<file path="src/rtl/rob_pkg.sv">
package rob_pkg;

  // Slot index advanced by k, modulo the buffer depth.
  function automatic int wrap_add(input int p, input int k, input int depth);
    return (p + k) % depth;
  endfunction

  // Number of slots a two-wide request asks for.
  function automatic int req_count(input logic [1:0] v);
    return int'(v[0]) + int'(v[1]);
  endfunction

  // True when the free slots cover the request.
  function automatic bit room_for(input int used, input int want, input int depth);
    return (depth - used) >= want;
  endfunction

endpackage

</file>
<file path="src/rtl/rob_alloc_ctrl.sv">
module rob_alloc_ctrl #(
  parameter int DEPTH = 8,
  parameter int CNT_W = 4
) (
  input  logic [1:0]       alloc_valid,
  input  logic [CNT_W-1:0] count,
  output logic             alloc_ready,
  output logic [1:0]       n_alloc
);

  int want;

  always_comb begin
    want        = rob_pkg::req_count(alloc_valid);
    alloc_ready = rob_pkg::room_for(int'(count), want, DEPTH);
    n_alloc     = alloc_ready ? 2'(want) : 2'd0;
  end

endmodule

</file>
<file path="src/rtl/rob_retire_sel.sv">
module rob_retire_sel #(
  parameter int DEPTH = 8,
  parameter int TAG_W = 3
) (
  input  logic [TAG_W-1:0] head,
  input  logic [DEPTH-1:0] valid_vec,
  input  logic [DEPTH-1:0] done_vec,
  output logic [TAG_W-1:0] idx0,
  output logic [TAG_W-1:0] idx1,
  output logic [1:0]       commit_valid,
  output logic [1:0]       n_commit
);

  logic ok0, ok1;

  always_comb begin
    idx0            = head;
    idx1            = TAG_W'(rob_pkg::wrap_add(int'(head), 1, DEPTH));
    ok0             = valid_vec[idx0] && done_vec[idx0];
    ok1             = ok0 && valid_vec[idx1] && done_vec[idx1];
    commit_valid    = {ok1, ok0};
    n_commit        = 2'(int'(ok0) + int'(ok1));
  end

endmodule

</file>
<file path="src/rtl/rob_entry_array.sv">
module rob_entry_array #(
  parameter int DEPTH  = 8,
  parameter int TAG_W  = 3,
  parameter int REG_W  = 5,
  parameter int DATA_W = 64
) (
  input  logic              clk,
  input  logic              rst_n,
  input  logic              flush,
  input  logic [1:0]        wr_en,
  input  logic [TAG_W-1:0]  wr_idx0,
  input  logic [TAG_W-1:0]  wr_idx1,
  input  logic [1:0]        wr_store,
  input  logic [REG_W-1:0]  wr_dst0,
  input  logic [REG_W-1:0]  wr_dst1,
  input  logic              cmpl_en,
  input  logic [TAG_W-1:0]  cmpl_idx,
  input  logic [DATA_W-1:0] cmpl_data,
  input  logic              sd_en,
  input  logic [TAG_W-1:0]  sd_idx,
  input  logic [1:0]        clr_en,
  input  logic [TAG_W-1:0]  clr_idx0,
  input  logic [TAG_W-1:0]  clr_idx1,
  input  logic [TAG_W-1:0]  rd_idx0,
  input  logic [TAG_W-1:0]  rd_idx1,
  output logic [REG_W-1:0]  rd_dst0,
  output logic [REG_W-1:0]  rd_dst1,
  output logic [DATA_W-1:0] rd_data0,
  output logic [DATA_W-1:0] rd_data1,
  output logic [1:0]        rd_store,
  output logic [DEPTH-1:0]  valid_vec,
  output logic [DEPTH-1:0]  done_vec
);

  logic [REG_W-1:0]  dst_arr   [DEPTH];
  logic [DATA_W-1:0] data_arr  [DEPTH];
  logic [DEPTH-1:0]  store_vec;

  for (genvar i = 0; i < DEPTH; i++) begin : g_slot
    localparam logic [TAG_W-1:0] ME = TAG_W'(i);
    logic              v_q, d_q, s_q;
    logic [REG_W-1:0]  dst_q;
    logic [DATA_W-1:0] data_q;
    logic              hit_clr, hit_cmpl, hit_sd, hit_w0, hit_w1;

    assign hit_clr  = (clr_en[0] && clr_idx0 == ME) || (clr_en[1] && clr_idx1 == ME);
    assign hit_cmpl = cmpl_en && cmpl_idx == ME;
    assign hit_sd   = sd_en && sd_idx == ME;
    assign hit_w0   = wr_en[0] && wr_idx0 == ME;
    assign hit_w1   = wr_en[1] && wr_idx1 == ME;

    always_ff @(posedge clk or negedge rst_n) begin
      if (!rst_n) begin
        v_q    <= 1'b0;
        d_q    <= 1'b0;
        s_q    <= 1'b0;
        dst_q  <= '0;
        data_q <= '0;
      end else if (flush) begin
        v_q <= 1'b0;
        d_q <= 1'b0;
      end else begin
        if (hit_clr) begin
          v_q <= 1'b0;
          d_q <= 1'b0;
        end
        if (hit_cmpl) begin
          d_q <= 1'b1;
          if (!s_q) data_q <= cmpl_data;
        end
        if (hit_sd) d_q <= 1'b1;
        if (hit_w0) begin
          v_q    <= 1'b1;
          d_q    <= 1'b0;
          s_q    <= wr_store[0];
          dst_q  <= wr_dst0;
          data_q <= '0;
        end
        if (hit_w1) begin
          v_q    <= 1'b1;
          d_q    <= 1'b0;
          s_q    <= wr_store[1];
          dst_q  <= wr_dst1;
          data_q <= '0;
        end
      end
    end

    assign valid_vec[i] = v_q;
    assign done_vec[i]  = d_q;
    assign store_vec[i] = s_q;
    assign dst_arr[i]   = dst_q;
    assign data_arr[i]  = data_q;
  end

  assign rd_dst0  = dst_arr[rd_idx0];
  assign rd_dst1  = dst_arr[rd_idx1];
  assign rd_data0 = data_arr[rd_idx0];
  assign rd_data1 = data_arr[rd_idx1];
  assign rd_store = {store_vec[rd_idx1], store_vec[rd_idx0]};

endmodule

</file>
<file path="src/rtl/dual_commit_rob.sv">
module dual_commit_rob #(
  parameter int DEPTH  = 8,
  parameter int REG_W  = 5,
  parameter int DATA_W = 64,
  localparam int TAG_W = $clog2(DEPTH),
  localparam int CNT_W = $clog2(DEPTH + 1)
) (
  input  logic              clk,
  input  logic              rst_n,
  input  logic              flush,
  input  logic [1:0]        alloc_valid,
  input  logic              alloc_is_store0,
  input  logic              alloc_is_store1,
  input  logic [REG_W-1:0]  alloc_dst0,
  input  logic [REG_W-1:0]  alloc_dst1,
  output logic              alloc_ready,
  output logic [TAG_W-1:0]  alloc_tag0,
  output logic [TAG_W-1:0]  alloc_tag1,
  input  logic              cmpl_valid,
  input  logic [TAG_W-1:0]  cmpl_tag,
  input  logic [DATA_W-1:0] cmpl_data,
  input  logic              st_done_valid,
  input  logic [TAG_W-1:0]  st_done_tag,
  output logic [1:0]        commit_valid,
  output logic [REG_W-1:0]  commit_dst0,
  output logic [REG_W-1:0]  commit_dst1,
  output logic [DATA_W-1:0] commit_data0,
  output logic [DATA_W-1:0] commit_data1,
  output logic [1:0]        commit_is_store,
  output logic [CNT_W-1:0]  count,
  output logic              full
);

  logic [TAG_W-1:0] head_q, tail_q;
  logic [CNT_W-1:0] count_q;
  logic [1:0]       n_alloc, n_commit;
  logic [1:0]       wr_en;
  logic [TAG_W-1:0] head_idx0, head_idx1;
  logic [DEPTH-1:0] valid_vec, done_vec;

  // Named events for the checker
  logic alloc_fire;
  logic retire_fire;

  rob_alloc_ctrl #(.DEPTH(DEPTH), .CNT_W(CNT_W)) alloc_i (
    .alloc_valid (alloc_valid),
    .count       (count_q),
    .alloc_ready (alloc_ready),
    .n_alloc     (n_alloc)
  );

  assign alloc_tag0 = tail_q;
  assign alloc_tag1 = TAG_W'(rob_pkg::wrap_add(int'(tail_q), 1, DEPTH));
  assign wr_en      = alloc_ready ? alloc_valid : 2'b00;
  assign alloc_fire = |wr_en;

  rob_retire_sel #(.DEPTH(DEPTH), .TAG_W(TAG_W)) retire_i (
    .head         (head_q),
    .valid_vec    (valid_vec),
    .done_vec     (done_vec),
    .idx0         (head_idx0),
    .idx1         (head_idx1),
    .commit_valid (commit_valid),
    .n_commit     (n_commit)
  );

  assign retire_fire = commit_valid[0];

  rob_entry_array #(.DEPTH(DEPTH), .TAG_W(TAG_W), .REG_W(REG_W), .DATA_W(DATA_W)) slots_i (
    .clk       (clk),
    .rst_n     (rst_n),
    .flush     (flush),
    .wr_en     (wr_en),
    .wr_idx0   (alloc_tag0),
    .wr_idx1   (alloc_tag1),
    .wr_store  ({alloc_is_store1, alloc_is_store0}),
    .wr_dst0   (alloc_dst0),
    .wr_dst1   (alloc_dst1),
    .cmpl_en   (cmpl_valid),
    .cmpl_idx  (cmpl_tag),
    .cmpl_data (cmpl_data),
    .sd_en     (st_done_valid),
    .sd_idx    (st_done_tag),
    .clr_en    (commit_valid),
    .clr_idx0  (head_idx0),
    .clr_idx1  (head_idx1),
    .rd_idx0   (head_idx0),
    .rd_idx1   (head_idx1),
    .rd_dst0   (commit_dst0),
    .rd_dst1   (commit_dst1),
    .rd_data0  (commit_data0),
    .rd_data1  (commit_data1),
    .rd_store  (commit_is_store),
    .valid_vec (valid_vec),
    .done_vec  (done_vec)
  );

  always_ff @(posedge clk or negedge rst_n) begin
    if (!rst_n) begin
      head_q  <= '0;
      tail_q  <= '0;
      count_q <= '0;
    end else if (flush) begin
      head_q  <= '0;
      tail_q  <= '0;
      count_q <= '0;
    end else begin
      head_q  <= TAG_W'(rob_pkg::wrap_add(int'(head_q), int'(n_commit), DEPTH));
      tail_q  <= TAG_W'(rob_pkg::wrap_add(int'(tail_q), int'(n_alloc), DEPTH));
      count_q <= CNT_W'(int'(count_q) + int'(n_alloc) - int'(n_commit));
    end
  end

  assign count = count_q;
  assign full  = (count_q == CNT_W'(DEPTH));

endmodule

</file>
<file path="config.mk">
export PLATFORM = sky130hd
export DESIGN_NAME = dual_commit_rob
export DESIGN_NICKNAME = d
export VERILOG_FILES = /design/src/rtl/rob_pkg.sv /design/src/rtl/rob_alloc_ctrl.sv /design/src/rtl/rob_retire_sel.sv /design/src/rtl/rob_entry_array.sv /design/src/rtl/dual_commit_rob.sv
export SDC_FILE = /design/constraint.sdc
export NUM_CORES = 1
export LEC_CHECK = 0
export CORE_MARGIN = 2
export CORE_UTILIZATION = 35
export DETAILED_ROUTE_END_ITERATION = 8
export SLEW_MARGIN = 20
export SYNTH_ARGS = -nofsm -noshare
export SYNTH_HDL_FRONTEND = slang
export SYNTH_SLANG_ARGS = --single-unit
</file>
<file path="constraint.sdc">
create_clock -name clk -period 5.6 [get_ports clk]
set_input_delay 1.68 -clock clk [delete_from_list [all_inputs] [get_ports clk]]
set_output_delay 1.68 -clock clk [all_outputs]
set_load 0.01 [all_outputs]
</file>
==> impl_results.md, run 1 <==
* Initial DRC Count at 2543
* Initial core utilization at 0.353
* Final WL at between 100000 and 150000 microns
* Num ports at 243
* Share of cells above drive strength 1 at 0.202
* Die ar. at 0.0915 sq mm
* GPL Wtd Cong at 0.824
* Count of final max-slew check failures at 0
* Synth-to-Final Area Change at 19.7%
* Drt pass-1 iters at 6
* Switch share at 0.320
* DP Wirelength at 62700 microns
* Final hold viol count at 0
* DP Worst Slack at -0.00959 ns
* Power Density at 451 mW/mm^2
* Unrepaired setup endpoints after global routing: no
* Mapped Nets at between 2k and 3k
* Final worst clock skew at 0.0260 ns
* Root Driver: clkbuf_16
* Wire per inst at 27.8 microns
* Syn Std Cell Area at 0.0312 sq mm
* Worst-path clk slew at about 0.06 ns
* Reg power frac at 0.410
* Clk sinks at 586
* Pin slew with the least headroom to its limit at around 1.1 ns
* Synth Instances at 2485
* Critical path startpoint category: flop
* Grt total ovfl at 0
* Post-route DRC at 0
* Yosys reg bits at 586
* Top Family by Delay on Critical Path: buffers and inverters
* Die width at between 300 and 400 microns
* Clock power frac at 0.284
* Cell repeated most along the worst path: nand2_1
* Outcome: complete, no violations
* Leak at 16.1 nW
* Kind of critical path: flop to output pin
* Final #Nets at 2721
* Via count at approximately 24k
* Antenna violations before repair at 9
* Die Height at a little over 300 microns
* # rows at roughly 110
* Internal at 0.0115 W
* Worst reg-to-reg setup slack at ~1.6 ns
* Vias per cell at about 6.3
* Fmax at 0.185 GHz
* Number of synthesized flops with an enable pin at 0
* CTS tree: yes
* Crit-path cells: buf_12, buf_4, mux4_2, nand2_1, nand2_1, clkdlybuf4s50_1
* Core area at 0.0884 sq mm
* Final Cycle Share at 0.964
* Combinational Power Share at 0.306
* CP endpoint kind: output pin
* Max_cap viols at 0
* Post-route setup slack at 0.201 ns
* Synth Warn # at 0
* H-tree depth at 3
* Minimum clock period at 5.40 ns
* Netlist cell types at 62
* TNS Setup at 0 ns
* Largest net degree at the start of global routing at 147
* Final core utilization at 0.422
* Number of I/O port buffers at 242
* Crit-path slowest cell: buf_4
* Top_reg_cell synth: dfrtp_1
* Slowest cell delay on critical path at 0.76 ns
* Asr flop ratio synth at 1.00
* Antenna viol nets, final at 0
* Crit-path max FO at 86
* Arrival time worst endpoint at between 3 and 4 ns
* Clock tree buffer depth at 3
* Cts bufs inserted at a little over 70
* Max rail drop VDD at 0.000243 V
* Switching power at 0.00539 W
* Setup Viol. Count Final at 0
* Global-route wire length before repair at ~160000 microns
* Rel. slew slack at 0.277
* Mean Syn Cell Area at 12.6 sq um
* Worst EP required at 3.92 ns
* Vias in the first global route at 25.0k
* Clk_lat worst skew at 0.63 ns
* CP Buf/Inv Count at 3
* Hold/Removal Path Class: flop to flop
* Total Routing Usage GR at 0.231
* Post-synthesis sequential area ratio at 0.470
kinds of logic (layout without fill, tap and decap cells):
group           Yosys count  count (layout)  synth area share
xor+xnor                  7               7           0.00257
mux                     331             331             0.219
other cells               0               2                 0
buf+inv                 320             492            0.0473
simple gates            572             572            0.0761
compound gates          639             639             0.172
fa+ha+maj                30              30            0.0130
flops                   586             586             0.470
final timing paths:
path,end,depth (start not counted),from
worst max-delay path,commit_data0[49],6,head_q[0]$_DFF_PN0_
worst min register to register,slots_i.g_slot[6].dst_q[0]$_DFFE_PN0P_,2,slots_i.g_slot[6].dst_q[0]$_DFFE_PN0P_
worst max register to register,count[3]$_DFF_PN0_,11,head_q[1]$_DFF_PN0_
min in group asynchronous,slots_i.g_slot[4].data_q[57]$_DFFE_PN0P_,1,rst_n
max in group asynchronous,slots_i.g_slot[3].data_q[47]$_DFFE_PN0P_,2,rst_n
worst min-delay path,slots_i.g_slot[6].dst_q[0]$_DFFE_PN0P_,2,slots_i.g_slot[6].dst_q[0]$_DFFE_PN0P_
stage by stage:
stage | hold WS [ns] | power, W | cell area, sq um | cells
global route | 0.531 | 0.0177 | 37300 | 3824
global placement | 0.477 | 0.0118 | 34900 | 3692
floorplan | 0.461 | 0.0101 | 31200 | 2485
finish | 0.511 | 0.0168 | 37300 | 3824
CTS | 0.507 | 0.0169 | 37300 | 3820
detailed placement | 0.495 | 0.0121 | 34900 | 3692
area by class of cell:
type	instances	area [sq um]
clock buffer	94	1960
timing repair buffer	336	3510
clock inverter	34	469
tap	1165	1460
inverter	28	108
sequential	586	14700
antenna	2	5.00
fill	8075	51000
multi-input combinational	1579	15100
worst reg2reg max path, delay by kind of cell, from the launching register on:
kind	cells	cell delay (ns)
AO/OA/AOI/OAI	2	0.32
XOR/XNOR	1	0.17
adder cells (fa/ha/maj)	3	0.99
buffers and inverters	2	0.88
flip-flops	1	0.46
multiplexers	1	0.78
AND/OR/NAND/NOR	2	0.33
power groups by stage:
| stage | Combinational (W) | Clock (W) | Sequential (W) |
|---|---|---|---|
| after global routing | 0.00554 | 0.00506 | 0.00707 |
| after global placement | 0.00503 | 0 | 0.00673 |
| after floorplan | 0.00356 | 0 | 0.00650 |
| final | 0.00515 | 0.00479 | 0.00691 |
| after detailed placement | 0.00515 | 0 | 0.00691 |
| after CTS | 0.00519 | 0.00487 | 0.00685 |
per-layer routing:
metal,vias to the layer above,global-route usage,part of all wire
li1,9669,-,-
met1,12700,0.314,0.41
met2,1283,0.364,0.47
met3,256,0.0478,0.087
met4,10,0.0896,0.033
met5,-,0,0.00054
synth_stat cells (19+ instances only):
library cell / count / share of area
nand2_1: 451 / 0.054
clkbuf_1: 58 / 0.0070
dfrtp_1: 586 / 0.47
ha_1: 26 / 0.010
nor2_1: 54 / 0.0065
mux4_2: 282 / 0.20
inv_1: 26 / 0.0031
o21ai_0: 24 / 0.0039
buf_6: 19 / 0.0069
buf_1: 119 / 0.014
a21oi_1: 50 / 0.0080
mux2i_1: 48 / 0.015
buf_2: 92 / 0.015
a22o_1: 512 / 0.14
sequential cells by signal (all words and copies together) (netlist names):
signal and cells:
alloc_tag0 3, slots_i.g_slot.d_q 8, slots_i.g_slot.data_q 512, slots_i.g_slot.dst_q 40, slots_i.g_slot.s_q 8, head_q 3, count 4, slots_i.g_slot.v_q 8
layout by cell type (no fill, tap or decap), drive strengths merged, types with 5 or more instances in the layout:
cell / netlist / routed
mux2i: 48 / 48
nand4: 5 / 5
nand3: 10 / 10
clkinv: 0 / 22
clkdlybuf4s50: 0 / 240
ha: 26 / 26
nand2: 451 / 451
and2: 9 / 9
and3: 5 / 5
clkbuf: 58 / 94
inv: 28 / 30
o2111ai: 6 / 6
mux4: 282 / 282
nor4: 5 / 5
a211oi: 6 / 6
o21ai: 29 / 29
nor2b: 10 / 10
buf: 234 / 95
nor2: 60 / 60
a21oi: 58 / 58
bufinv: 0 / 7
dfrtp: 586 / 586
a22o: 512 / 512
what timing repair did:
action | in CTS | in global routing
setup buffers | 0 | 2
gates resized for setup | 0 | 1
pin swaps | 1 | 2
hold buffers | 0 | 0
cloned | 0 | 0
setup endpoints to repair | 1 | 3
(Power assumes the default switching activity.)
==> run 2: changes to the inputs <==
- CORE_UTILIZATION: 35 -> 59
- PLACE_DENSITY: unset -> 0.81
==> impl_results.md, run 2 (synthesis results as in run 1) <==
* Share of cells above drive strength 1 at 0.194
* Largest regs: slots_i.g_slot.data_q x512, slots_i.g_slot.dst_q x40
* Root Driver: clkbuf_16
* Synth-to-Final Area Change at 16.6%
* Unrepaired setup endpoints after global routing: no
* Minimum clock period at roughly 5.4 ns
* Cell repeated most along the worst path: ha_1
* Largest net degree at the start of global routing at 146
* Die width at ~230 microns
* Crit-path cells: clkdlybuf4s50_1, ha_1, ha_1, nand2b_1, a211o_1, o21ai_4, inv_1, dlygate4sd2_1
* GRT met3 Usage at 0.0801
* Post-CTS Hold Fix Bufs at 0
* Wire per inst at a little under 30 microns
* # rows at 84
* Slowest cell delay on critical path at 0.50 ns
* Antenna viol nets, final at 0
* Most common cell after layout, fill and taps aside: dfrtp_1
* Outcome: complete, no violations
* Hold/Removal Path Class: flop to flop
* Crit-path max FO at 2
* Number of I/O port buffers at 242
* Clk_lat worst skew at 0.64 ns
* Kind of critical path: primary input to output pin
* Vias in the first global route at 24.9k
* Final core utilization at 0.694
* Biggest register: slots_i.g_slot.data_q
* Cts bufs inserted at 60
* GPL Wtd Cong at between 0.9 and 1
* M2 GR Usage at 0.559
* Leak at 15.9 nW
* Placed insts at 3205
* CP endpoint kind: output pin
* Pin slew with the least headroom to its limit at 1.13 ns
* Power Density at 446 mW/mm^2
* Fmax at 0.184 GHz
* Post-route DRC at 0
* Worst-path clk slew at ~0.060 ns
* Max reg flops at 512
* Rel. slew slack at 0.243
* Antenna violations before repair at 10
* Core area at 0.0524 sq mm
* Final #Nets at 2699
* Final Cycle Share at 0.969
* Clk sinks at about 600
* Top Family by Delay on Critical Path: buffers and inverters
* Count of final max-slew check failures at 0
* Vias per cell at around 7.3
* Total Routing Usage GR at 0.354
* DP Wirelength at 55400 microns
* Critical path startpoint category: primary input
* Crit-path slowest cell: clkdlybuf4s50_1
* Initial DRC Count at 2950
* Initial core utilization at 0.595
* Max rail drop VDD at between 0.0003 and 0.0004 V
* Met1 Use GR at 0.472
* H-tree depth at 2
* Die Height at 234 microns
* Worst EP required at roughly 3.9 ns
* CP Buf/Inv Count at 3
* Global-route wire length before repair at 147000 microns
* Most frequent cells in the layout: 583 x dfrtp_1, 512 x a22o_1, 451 x nand2_1, 282 x mux4_2, 240 x clkdlybuf4s50_1
* Clock tree buffer depth at 3
* Grt peak-use layer: met2
* Arrival time worst endpoint at 3.75 ns
* Final worst clock skew at 0.0125 ns
* Via count at 24.1k
* Final std cells w/o fill at approximately 3.3k
* Die ar. at 0.0547 sq mm
* Final WL at 95700 microns
* Grt total ovfl at 0
* CTS tree: yes
* Final hold viol count at 0
* Drt pass-1 iters at 6
* Max_cap viols at 0
* Num ports at 243
* Setup Viol. Count Final at 0
[run 2: per-stage QoR]
| step | hold slack [ns] | total power (W) | cell area, sq um | TNS (ns) | setup WS, ns |
|---|---|---|---|---|---|
| 2_1_floorplan | 0.461 | 0.0101 | 31200 | 0 | 0.752 |
| 3_3_place_gp | 0.473 | 0.0117 | 34300 | -0.00874 | -0.00874 |
| 6_report | 0.505 | 0.0162 | 36400 | 0 | 0.173 |
| 4_1_cts | 0.509 | 0.0162 | 36300 | 0 | 0.0653 |
| 5_1_grt | 0.534 | 0.0169 | 36400 | 0 | 0.0837 |
| 3_5_place_dp | 0.496 | 0.0120 | 34300 | -0.0257 | -0.0257 |
[run 2: tightest hold or removal path: stages (launching register included)]
cell and delay, ns:
dfrtp_1 0.36, nand2_1 0.05, o21ai_0 0.06
[run 2: layout make-up]
type	count	area (sq um)
Fill cell	3481	16100
Multi-Input combinational cell	1579	15100
Sequential cell	586	14700
Timing Repair Buffer	325	3590
Clock buffer	85	1760
Tap cell	688	861
Clock inverter	24	259
Inverter	28	105
Antenna cell	5	12.5
[run 2: worst paths after layout]
| path | startpoint | end | slack, ns | cells after the start |
|---|---|---|---|---|
| min in group asynchronous | rst_n | count[0]$_DFF_PN0_ | 1.09 | 1 |
| max in group asynchronous | rst_n | slots_i.g_slot[1].data_q[38]$_DFFE_PN0P_ | 3.22 | 2 |
| setup / recovery | alloc_valid[1] | alloc_ready | 0.17 | 8 |
| setup reg to reg | head_q[1]$_DFF_PN0_ | count[3]$_DFF_PN0_ | 1.37 | 14 |
| hold reg to reg | slots_i.g_slot[6].dst_q[4]$_DFFE_PN0P_ | slots_i.g_slot[6].dst_q[4]$_DFFE_PN0P_ | 0.50 | 2 |
| hold / removal | slots_i.g_slot[6].dst_q[4]$_DFFE_PN0P_ | slots_i.g_slot[6].dst_q[4]$_DFFE_PN0P_ | 0.50 | 2 |
[run 2: power breakdown]
group | switching [W] | leakage [nW] | total (W) | internal (W)
clock | 0.00173 | 1.01 | 0.00414 | 0.00240
combinational | 0.00217 | 7.20 | 0.00513 | 0.00296
sequential | 0.00126 | 7.71 | 0.00696 | 0.00569
[run 2: layer usage]
layer | part of all wire | vias up
li1 | - | 9651
met1 | 0.37 | 12400
met2 | 0.48 | 1704
met3 | 0.10 | 307
met4 | 0.044 | 10
met5 | 0.00066 | -
[run 2: timing repair]
item | 4_1_cts | 5_1_grt
endpoints found under the hold margin | 0 | 0
resized for setup | 1 | 0
pin swaps | 0 | 1
setup endpoints to repair | 1 | 22
setup buffers | 0 | 1
